## src/rtl/pinirq_pkg.sv

```systemverilog
package pinirq_pkg;

    localparam int          WORD_W    = 32;
    localparam logic [2:0]  FUNC_GPIO = 3'd1;

    localparam logic [3:0]  TRG_OFF   = 4'b0000;
    localparam logic [3:0]  TRG_LOW   = 4'b1000;
    localparam logic [3:0]  TRG_RISE  = 4'b1001;
    localparam logic [3:0]  TRG_FALL  = 4'b1010;
    localparam logic [3:0]  TRG_BOTH  = 4'b1011;
    localparam logic [3:0]  TRG_HIGH  = 4'b1100;

    typedef enum logic {
        DET_DISARMED,
        DET_ARMED
    } det_state_e;

    typedef struct packed {
        logic       pull_sel;
        logic       pull_en;
        logic [2:0] func;
        logic [3:0] trig;
    } pin_cfg_t;

    function automatic logic trig_valid(logic [3:0] t);
        return (t == TRG_LOW) || (t == TRG_RISE) || (t == TRG_FALL) ||
               (t == TRG_BOTH) || (t == TRG_HIGH);
    endfunction

    function automatic logic [WORD_W-1:0] cfg_to_word(pin_cfg_t c);
        logic [WORD_W-1:0] w;
        w      = '0;
        w[3:0] = c.trig;
        w[6:4] = c.func;
        w[8]   = c.pull_en;
        w[9]   = c.pull_sel;
        return w;
    endfunction

    function automatic pin_cfg_t word_to_cfg(logic [9:0] w);
        pin_cfg_t c;
        c.trig     = w[3:0];
        c.func     = w[6:4];
        c.pull_en  = w[8];
        c.pull_sel = w[9];
        return c;
    endfunction

endpackage

```

## src/rtl/pin_sync.sv

```systemverilog
module pin_sync #(
    parameter int NUM_PINS = 32
) (
    input  logic                clk,
    input  logic                rst_n,
    input  logic [NUM_PINS-1:0] raw_in,
    output logic [NUM_PINS-1:0] sync_out
);
    logic [NUM_PINS-1:0] stage1_q;
    logic [NUM_PINS-1:0] stage2_q;

    always_ff @(posedge clk or negedge rst_n) begin
        if (!rst_n) begin
            stage1_q <= '0;
            stage2_q <= '0;
        end else begin
            stage1_q <= raw_in;
            stage2_q <= stage1_q;
        end
    end

    assign sync_out = stage2_q;
endmodule

```

## src/rtl/pin_cfg_regs.sv

```systemverilog
module pin_cfg_regs
    import pinirq_pkg::*;
#(
    parameter int NUM_PINS = 32,
    parameter int ADDR_W   = 6
) (
    input  logic                   clk,
    input  logic                   rst_n,
    input  logic                   wr,
    input  logic [ADDR_W-1:0]      addr,
    input  logic [9:0]             wfield,
    output logic [NUM_PINS-1:0][3:0] trig_o,
    output logic [NUM_PINS-1:0]    gpio_sel_o,
    output logic [WORD_W-1:0]      rd_word
);
    localparam logic [WORD_W-1:0] FIELD_MASK = 32'h0000_037F;

    pin_cfg_t cfg_q [NUM_PINS];

    for (genvar i = 0; i < NUM_PINS; i++) begin : g_cfg
        always_ff @(posedge clk or negedge rst_n) begin
            if (!rst_n)
                cfg_q[i] <= '0;
            else if (wr && addr == ADDR_W'(i))
                cfg_q[i] <= word_to_cfg(wfield);
        end

        assign trig_o[i]     = cfg_q[i].trig;
        assign gpio_sel_o[i] = (cfg_q[i].func == FUNC_GPIO);

        // a write lands in its word with only the defined fields kept
        p_cfg_readback_r2: assert property (@(posedge clk) disable iff (!rst_n)
            $past(wr && addr == ADDR_W'(i)) |->
                cfg_to_word(cfg_q[i]) == ({22'd0, $past(wfield)} & FIELD_MASK));
    end

    always_comb begin
        rd_word = '0;
        for (int i = 0; i < NUM_PINS; i++) begin
            if (addr == ADDR_W'(i))
                rd_word = cfg_to_word(cfg_q[i]);
        end
    end
endmodule

```

## src/rtl/pin_detector.sv

```systemverilog
module pin_detector
    import pinirq_pkg::*;
#(
    parameter int NUM_PINS = 32
) (
    input  logic                     clk,
    input  logic                     rst_n,
    input  logic [NUM_PINS-1:0]      sync_in,
    input  logic [NUM_PINS-1:0][3:0] trig,
    input  logic [NUM_PINS-1:0]      gpio_sel,
    output logic [NUM_PINS-1:0]      hit
);
    for (genvar i = 0; i < NUM_PINS; i++) begin : g_det
        det_state_e state_q;
        det_state_e state_d;
        logic       prev_q;
        logic       cfg_ok;

        assign cfg_ok = gpio_sel[i] && trig_valid(trig[i]);

        always_ff @(posedge clk or negedge rst_n) begin
            if (!rst_n) begin
                state_q <= DET_DISARMED;
                prev_q  <= 1'b0;
            end else begin
                state_q <= state_d;
                prev_q  <= sync_in[i];
            end
        end

        always_comb begin
            state_d = state_q;
            unique case (state_q)
                DET_DISARMED: if (cfg_ok)  state_d = DET_ARMED;     // ARM
                DET_ARMED:    if (!cfg_ok) state_d = DET_DISARMED;  // DISARM
                default:      state_d = DET_DISARMED;
            endcase
        end

        always_comb begin
            hit[i] = 1'b0;
            if (state_q == DET_ARMED && cfg_ok) begin
                unique case (trig[i])
                    TRG_LOW:  hit[i] = !sync_in[i];
                    TRG_HIGH: hit[i] = sync_in[i];
                    TRG_RISE: hit[i] = sync_in[i] && !prev_q;
                    TRG_FALL: hit[i] = !sync_in[i] && prev_q;
                    TRG_BOTH: hit[i] = sync_in[i] != prev_q;
                    default:  hit[i] = 1'b0;
                endcase
            end
        end

        // a pin outside general-purpose function never reports
        p_func_gate_r3: assert property (@(posedge clk) disable iff (!rst_n)
            !gpio_sel[i] |-> !hit[i]);
    end
endmodule

```

## src/rtl/pin_status.sv

```systemverilog
module pin_status #(
    parameter int NUM_PINS = 32
) (
    input  logic                clk,
    input  logic                rst_n,
    input  logic [NUM_PINS-1:0] hit,
    input  logic                clr_wr,
    input  logic [NUM_PINS-1:0] clr_bits,
    output logic [NUM_PINS-1:0] flags
);
    logic [NUM_PINS-1:0] clr_mask;

    assign clr_mask = clr_wr ? clr_bits : '0;

    always_ff @(posedge clk or negedge rst_n) begin
        if (!rst_n)
            flags <= '0;
        else
            flags <= (flags & ~clr_mask) | hit;
    end

    for (genvar i = 0; i < NUM_PINS; i++) begin : g_chk
        // a detection in the clear cycle leaves the flag set
        p_set_wins_r11: assert property (@(posedge clk) disable iff (!rst_n)
            $past(hit[i]) |-> flags[i]);
        // a one written with no detection clears the flag
        p_clear_one_r10: assert property (@(posedge clk) disable iff (!rst_n)
            ($past(clr_mask[i]) && !$past(hit[i])) |-> !flags[i]);
        // no flag rises without a detection
        p_no_spurious_r10: assert property (@(posedge clk) disable iff (!rst_n)
            (!$past(hit[i]) && !$past(flags[i])) |-> !flags[i]);
    end
endmodule

```

## src/rtl/pin_event_port.sv

```systemverilog
module pin_event_port
    import pinirq_pkg::*;
#(
    parameter int NUM_PINS = 32,
    parameter int ADDR_W   = 6
) (
    input  logic                clk,
    input  logic                rst_n,
    input  logic                bus_wr,
    input  logic [ADDR_W-1:0]   bus_addr,
    input  logic [31:0]         bus_wdata,
    output logic [31:0]         bus_rdata,
    input  logic [NUM_PINS-1:0] pin_in,
    output logic                port_irq
);
    localparam logic [ADDR_W-1:0] STATUS_ADDR = ADDR_W'(NUM_PINS);

    logic [NUM_PINS-1:0]      sync_s;
    logic [NUM_PINS-1:0][3:0] trig_s;
    logic [NUM_PINS-1:0]      gpio_s;
    logic [NUM_PINS-1:0]      hit_s;
    logic [NUM_PINS-1:0]      flags_s;
    logic [WORD_W-1:0]        cfg_rd_s;

    pin_sync #(.NUM_PINS(NUM_PINS)) u_sync (
        .clk(clk), .rst_n(rst_n), .raw_in(pin_in), .sync_out(sync_s)
    );

    pin_cfg_regs #(.NUM_PINS(NUM_PINS), .ADDR_W(ADDR_W)) u_cfg (
        .clk(clk), .rst_n(rst_n), .wr(bus_wr), .addr(bus_addr),
        .wfield(bus_wdata[9:0]), .trig_o(trig_s), .gpio_sel_o(gpio_s),
        .rd_word(cfg_rd_s)
    );

    pin_detector #(.NUM_PINS(NUM_PINS)) u_det (
        .clk(clk), .rst_n(rst_n), .sync_in(sync_s), .trig(trig_s),
        .gpio_sel(gpio_s), .hit(hit_s)
    );

    pin_status #(.NUM_PINS(NUM_PINS)) u_stat (
        .clk(clk), .rst_n(rst_n), .hit(hit_s),
        .clr_wr(bus_wr && bus_addr == STATUS_ADDR),
        .clr_bits(bus_wdata[NUM_PINS-1:0]), .flags(flags_s)
    );

    always_comb begin
        if (bus_addr == STATUS_ADDR)
            bus_rdata = WORD_W'(flags_s);
        else
            bus_rdata = cfg_rd_s;
    end

    assign port_irq = |flags_s;

    for (genvar i = 0; i < NUM_PINS; i++) begin : g_edge_chk
        // a rising report needs a 0 to 1 step at the synchronizer
        p_rise_edge_r6: assert property (@(posedge clk) disable iff (!rst_n)
            (trig_s[i] == TRG_RISE && hit_s[i]) |-> (sync_s[i] && !$past(sync_s[i])));
        // a falling report needs a 1 to 0 step
        p_fall_edge_r7: assert property (@(posedge clk) disable iff (!rst_n)
            (trig_s[i] == TRG_FALL && hit_s[i]) |-> (!sync_s[i] && $past(sync_s[i])));
        // codes outside the defined set stay silent
        p_reserved_quiet_r9: assert property (@(posedge clk) disable iff (!rst_n)
            !trig_valid(trig_s[i]) |-> !hit_s[i]);
    end
endmodule

```

## config.mk

```make
export PLATFORM = sky130hd
export DESIGN_NAME = pin_event_port
export DESIGN_NICKNAME = d
export VERILOG_FILES = /design/src/rtl/pinirq_pkg.sv /design/src/rtl/pin_sync.sv /design/src/rtl/pin_cfg_regs.sv /design/src/rtl/pin_detector.sv /design/src/rtl/pin_status.sv /design/src/rtl/pin_event_port.sv
export SDC_FILE = /design/constraint.sdc
export NUM_CORES = 1
export LEC_CHECK = 0
export CORE_ASPECT_RATIO = 0.75
export CORE_MARGIN = 5
export CORE_UTILIZATION = 58
export DETAILED_ROUTE_END_ITERATION = 8
export DONT_BUFFER_PORTS = 1
export PLACE_DENSITY = 0.73
export SYNTH_ARGS = -nofsm -noshare
export SYNTH_HDL_FRONTEND = slang
export SYNTH_HIERARCHICAL = 1
export SYNTH_SLANG_ARGS = --single-unit
```

## constraint.sdc

```tcl
create_clock -name clk -period 2.2 [get_ports clk]
set_input_delay 0.11 -clock clk [delete_from_list [all_inputs] [get_ports clk]]
set_output_delay 0.11 -clock clk [all_outputs]
set_load 0.01 [all_outputs]
```

==> results.json <==
{
  "synth-seq-area-share_pct": 47.76,
  "initial_core_util_pct": 59.09,
  "cts.sinks": 448,
  "io_buffers": 0,
  "vias": 16672,
  "finalMaxSlewViolations": 178,
  "hpwl_um": 43940,
  "grt_max_degree": 449,
  "post-route-drc-count": 0,
  "final_cell_area_mm2": 0.02636,
  "finalCritPeriodShare_pct": 122.5,
  "hold_path.class": "in -> async",
  "gp_congestion": 1.010,
  "worst_clock_skew_ps": 11.76,
  "die_h_um": 184.2,
  "drive_gt1_share_pct": 30.50,
  "core_area_mm2": 0.03973,
  "synth-edff-count": 0,
  "drt-wirelength-per-cell_um": 24.66,
  "grt_pass1_vias": 16838,
  "root_buffer": "clkbuf_16",
  "min_period_ps": 2696,
  "worst_pin_slew_ps": 1808,
  "ant_nets": 0,
  "clk_path_buf_depth": 3,
  "reg2reg_from": "u_sync/sync_out[0]",
  "worst_slack_ps": -495.7,
  "nets": 2256,
  "synth.distinct_cells": 78,
  "cp.arrival_ps": 2590,
  "placed_cells": 2505,
  "critPathKind": "reg -> out",
  "final_cell_mix": "444 x dfrtp_1, 317 x mux2_2, 133 x buf_4",
  "dp_slack_ps": -245.5,
  "grtUsageTotal_pct": 28.99,
  "antenna_found_initial": 1,
  "postCtsHoldBufs": 82,
  "ios": 106,
  "synth_area_per_cell_um2": 11.30,
  "cts_buffers": 45,
  "ys.flop_type": "dfrtp_1",
  "cts_tree": "done",
  "synth_cells": 2078,
  "cp-start-kind": "register",
  "fp.dieW_um": 242.3,
  "required_ps": 2090,
  "fin_cells": 2671,
  "drt-initial-drc-count": 2062,
  "leakagePower_nw": 12.55,
  "whs_ps": -740.6,
  "synth_warnings": 6,
  "maxCapViolCount": 0,
  "async_flop_share_pct": 100.0,
  "overflow": 0,
  "max_freq_mhz": 371.0,
  "firstDrtPassIters": 8,
  "dpl_cell_area_mm2": 0.02360,
  "grt_pass1_wl_um": 101100,
  "final_util_pct": 66.35,
  "slew_headroom_pct": -20.54,
  "crit_fanout": 2,
  "wl_um": 65860,
  "diodes": 0,
  "syn2layout_area_growth_pct": 12.29,
  "syn_area_mm2": 0.02348,
  "htree_levels": 2,
  "clkTransAtPathRegs_ps": 60,
  "dieArea_mm2": 0.04464,
  "outcome": "complete, but fails checks",
  "crit_start": "u_cfg/trig_o[12]",
  "insertion_delay_ps": 550,
  "max-vdd-ir-drop_mv": 0.6612,
  "placementRows": 63,
  "rsz0062_at_grt": "yes",
  "ys_ff_latch": 448,
  "viasPerCell": 6.242,
  "violations": "negative hold slack, max-slew violations, negative setup slack",
  "power_density_mw_per_mm2": 777.0,
  "layout_commonest_cell": "dfrtp_1",
  "worstSetupEndpointType": "output pin",
  "finalSetupViolations": 10,
  "fin_total_pwr_mw": 20.48,
  "hold_violations": 448
}
## metrics by stage
stage	hold slack, ps	setup TNS, ps
floorplan	-185.6	0
global placement	-166.2	-771.1
detailed placement	-165.5	-892.0
CTS	-752.4	-3746
global route	-767.2	-4113
finish	-740.6	-3711
## power breakdown
part	switching, mW	internal (mW)	leakage [nW]
Clock	3.28	4.47	0.717
Combinational	1.29	1.51	6.00
Sequential	0.872	9.06	5.83
Total	5.45	15.0	12.5
## critical path: stages (launching register included)
cell and delay [ps]:
dfrtp_1 370, mux4_2 490, a2bb2oi_2 150, a21oi_2 60
o21ai_2 180, a21oi_2 80, or3_4 400, mux2_4 300
## cells in the mapped netlist (all sizes together) (26+ instances only)
library cell | n | area share [%]
inv | 95 | 1.5
o22ai | 26 | 0.69
nand2 | 109 | 1.8
ha | 64 | 3.4
clkbuf | 54 | 0.87
a31oi | 36 | 0.96
and3 | 36 | 0.96
dfrtp | 448 | 48
buf | 190 | 5.9
nand3 | 47 | 1.0
a21oi | 78 | 1.7
a21o | 35 | 1.1
mux2i | 35 | 1.5
o21ai | 96 | 2.0
nor3b | 33 | 1.1
mux2 | 347 | 17
nor2 | 100 | 1.8
## metal layers
| layer | GRT usage (%) | vias to the layer above | routed length (um) |
|---|---|---|---|
| met2 | 43.89 | 644 | 29150 |
| met5 | 0 | - | 13 |
| met1 | 42.20 | 8512 | 29570 |
| met4 | 8.579 | 2 | 1901 |
| li1 | - | 7397 | - |
| met3 | 6.814 | 117 | 5231 |
## cell type report
type | instances | area (um2)
clock buffers | 65 | 1301
fillers | 2954 | 13370
well taps | 520 | 650.6
multi-input cells | 1312 | 10750
inverters | 96 | 360.3
clock inverters | 14 | 165.2
repair buffers | 216 | 1921
flip-flops and latches | 448 | 11220
## final timing paths
path	end	slack (ps)	cells after the start
worst max-delay path	bus_rdata[0]	-500	7
worst min-delay path	u_det/g_det[10].prev_q	-740	0
worst max register to register	u_stat/flags[0]	550	5
worst min register to register	u_sync/sync_out[7]	350	0
max in group asynchronous	u_stat/flags[8]	1400	0
min in group clk	u_sync/stage1_q[4]	110	1
## state kept, by name, indices dropped and copies added (netlist names)
| signal | count |
|---|---|
| u_cfg/cfg_q | 160 |
| u_cfg/trig_o | 128 |
| u_det/g_det.prev_q | 32 |
| u_det/g_det.state_q | 32 |
| u_stat/flags | 32 |
| u_sync/stage1_q | 32 |
| u_sync/sync_out | 32 |
## what timing repair did
item                                   in CTS  in global routing
cloned                                      0                  0
setup buffers                               5                  2
endpoints found under the hold margin     800                448
setup endpoints to repair                  10                 11
pin swaps                                  28                 26
gates resized for setup                    51                 23
## logic make-up (layout without fill, tap and decap cells)
| kind of cell | Yosys count | after routing | synth area share [%] |
|---|---|---|---|
| flip-flops | 448 | 448 | 47.76 |
| XOR/XNOR | 18 | 18 | 0.6716 |
| adder cells (fa/ha/maj) | 64 | 64 | 3.411 |
| buffers and inverters | 340 | 391 | 8.277 |
| other | 1 | 23 | 0.01597 |
| AO/OA/AOI/OAI | 379 | 379 | 10.37 |
| multiplexers | 392 | 392 | 19.58 |
| AND/OR/NAND/NOR | 436 | 436 | 9.919 |
No activity file was read; power rests on OpenSTA's default activity.
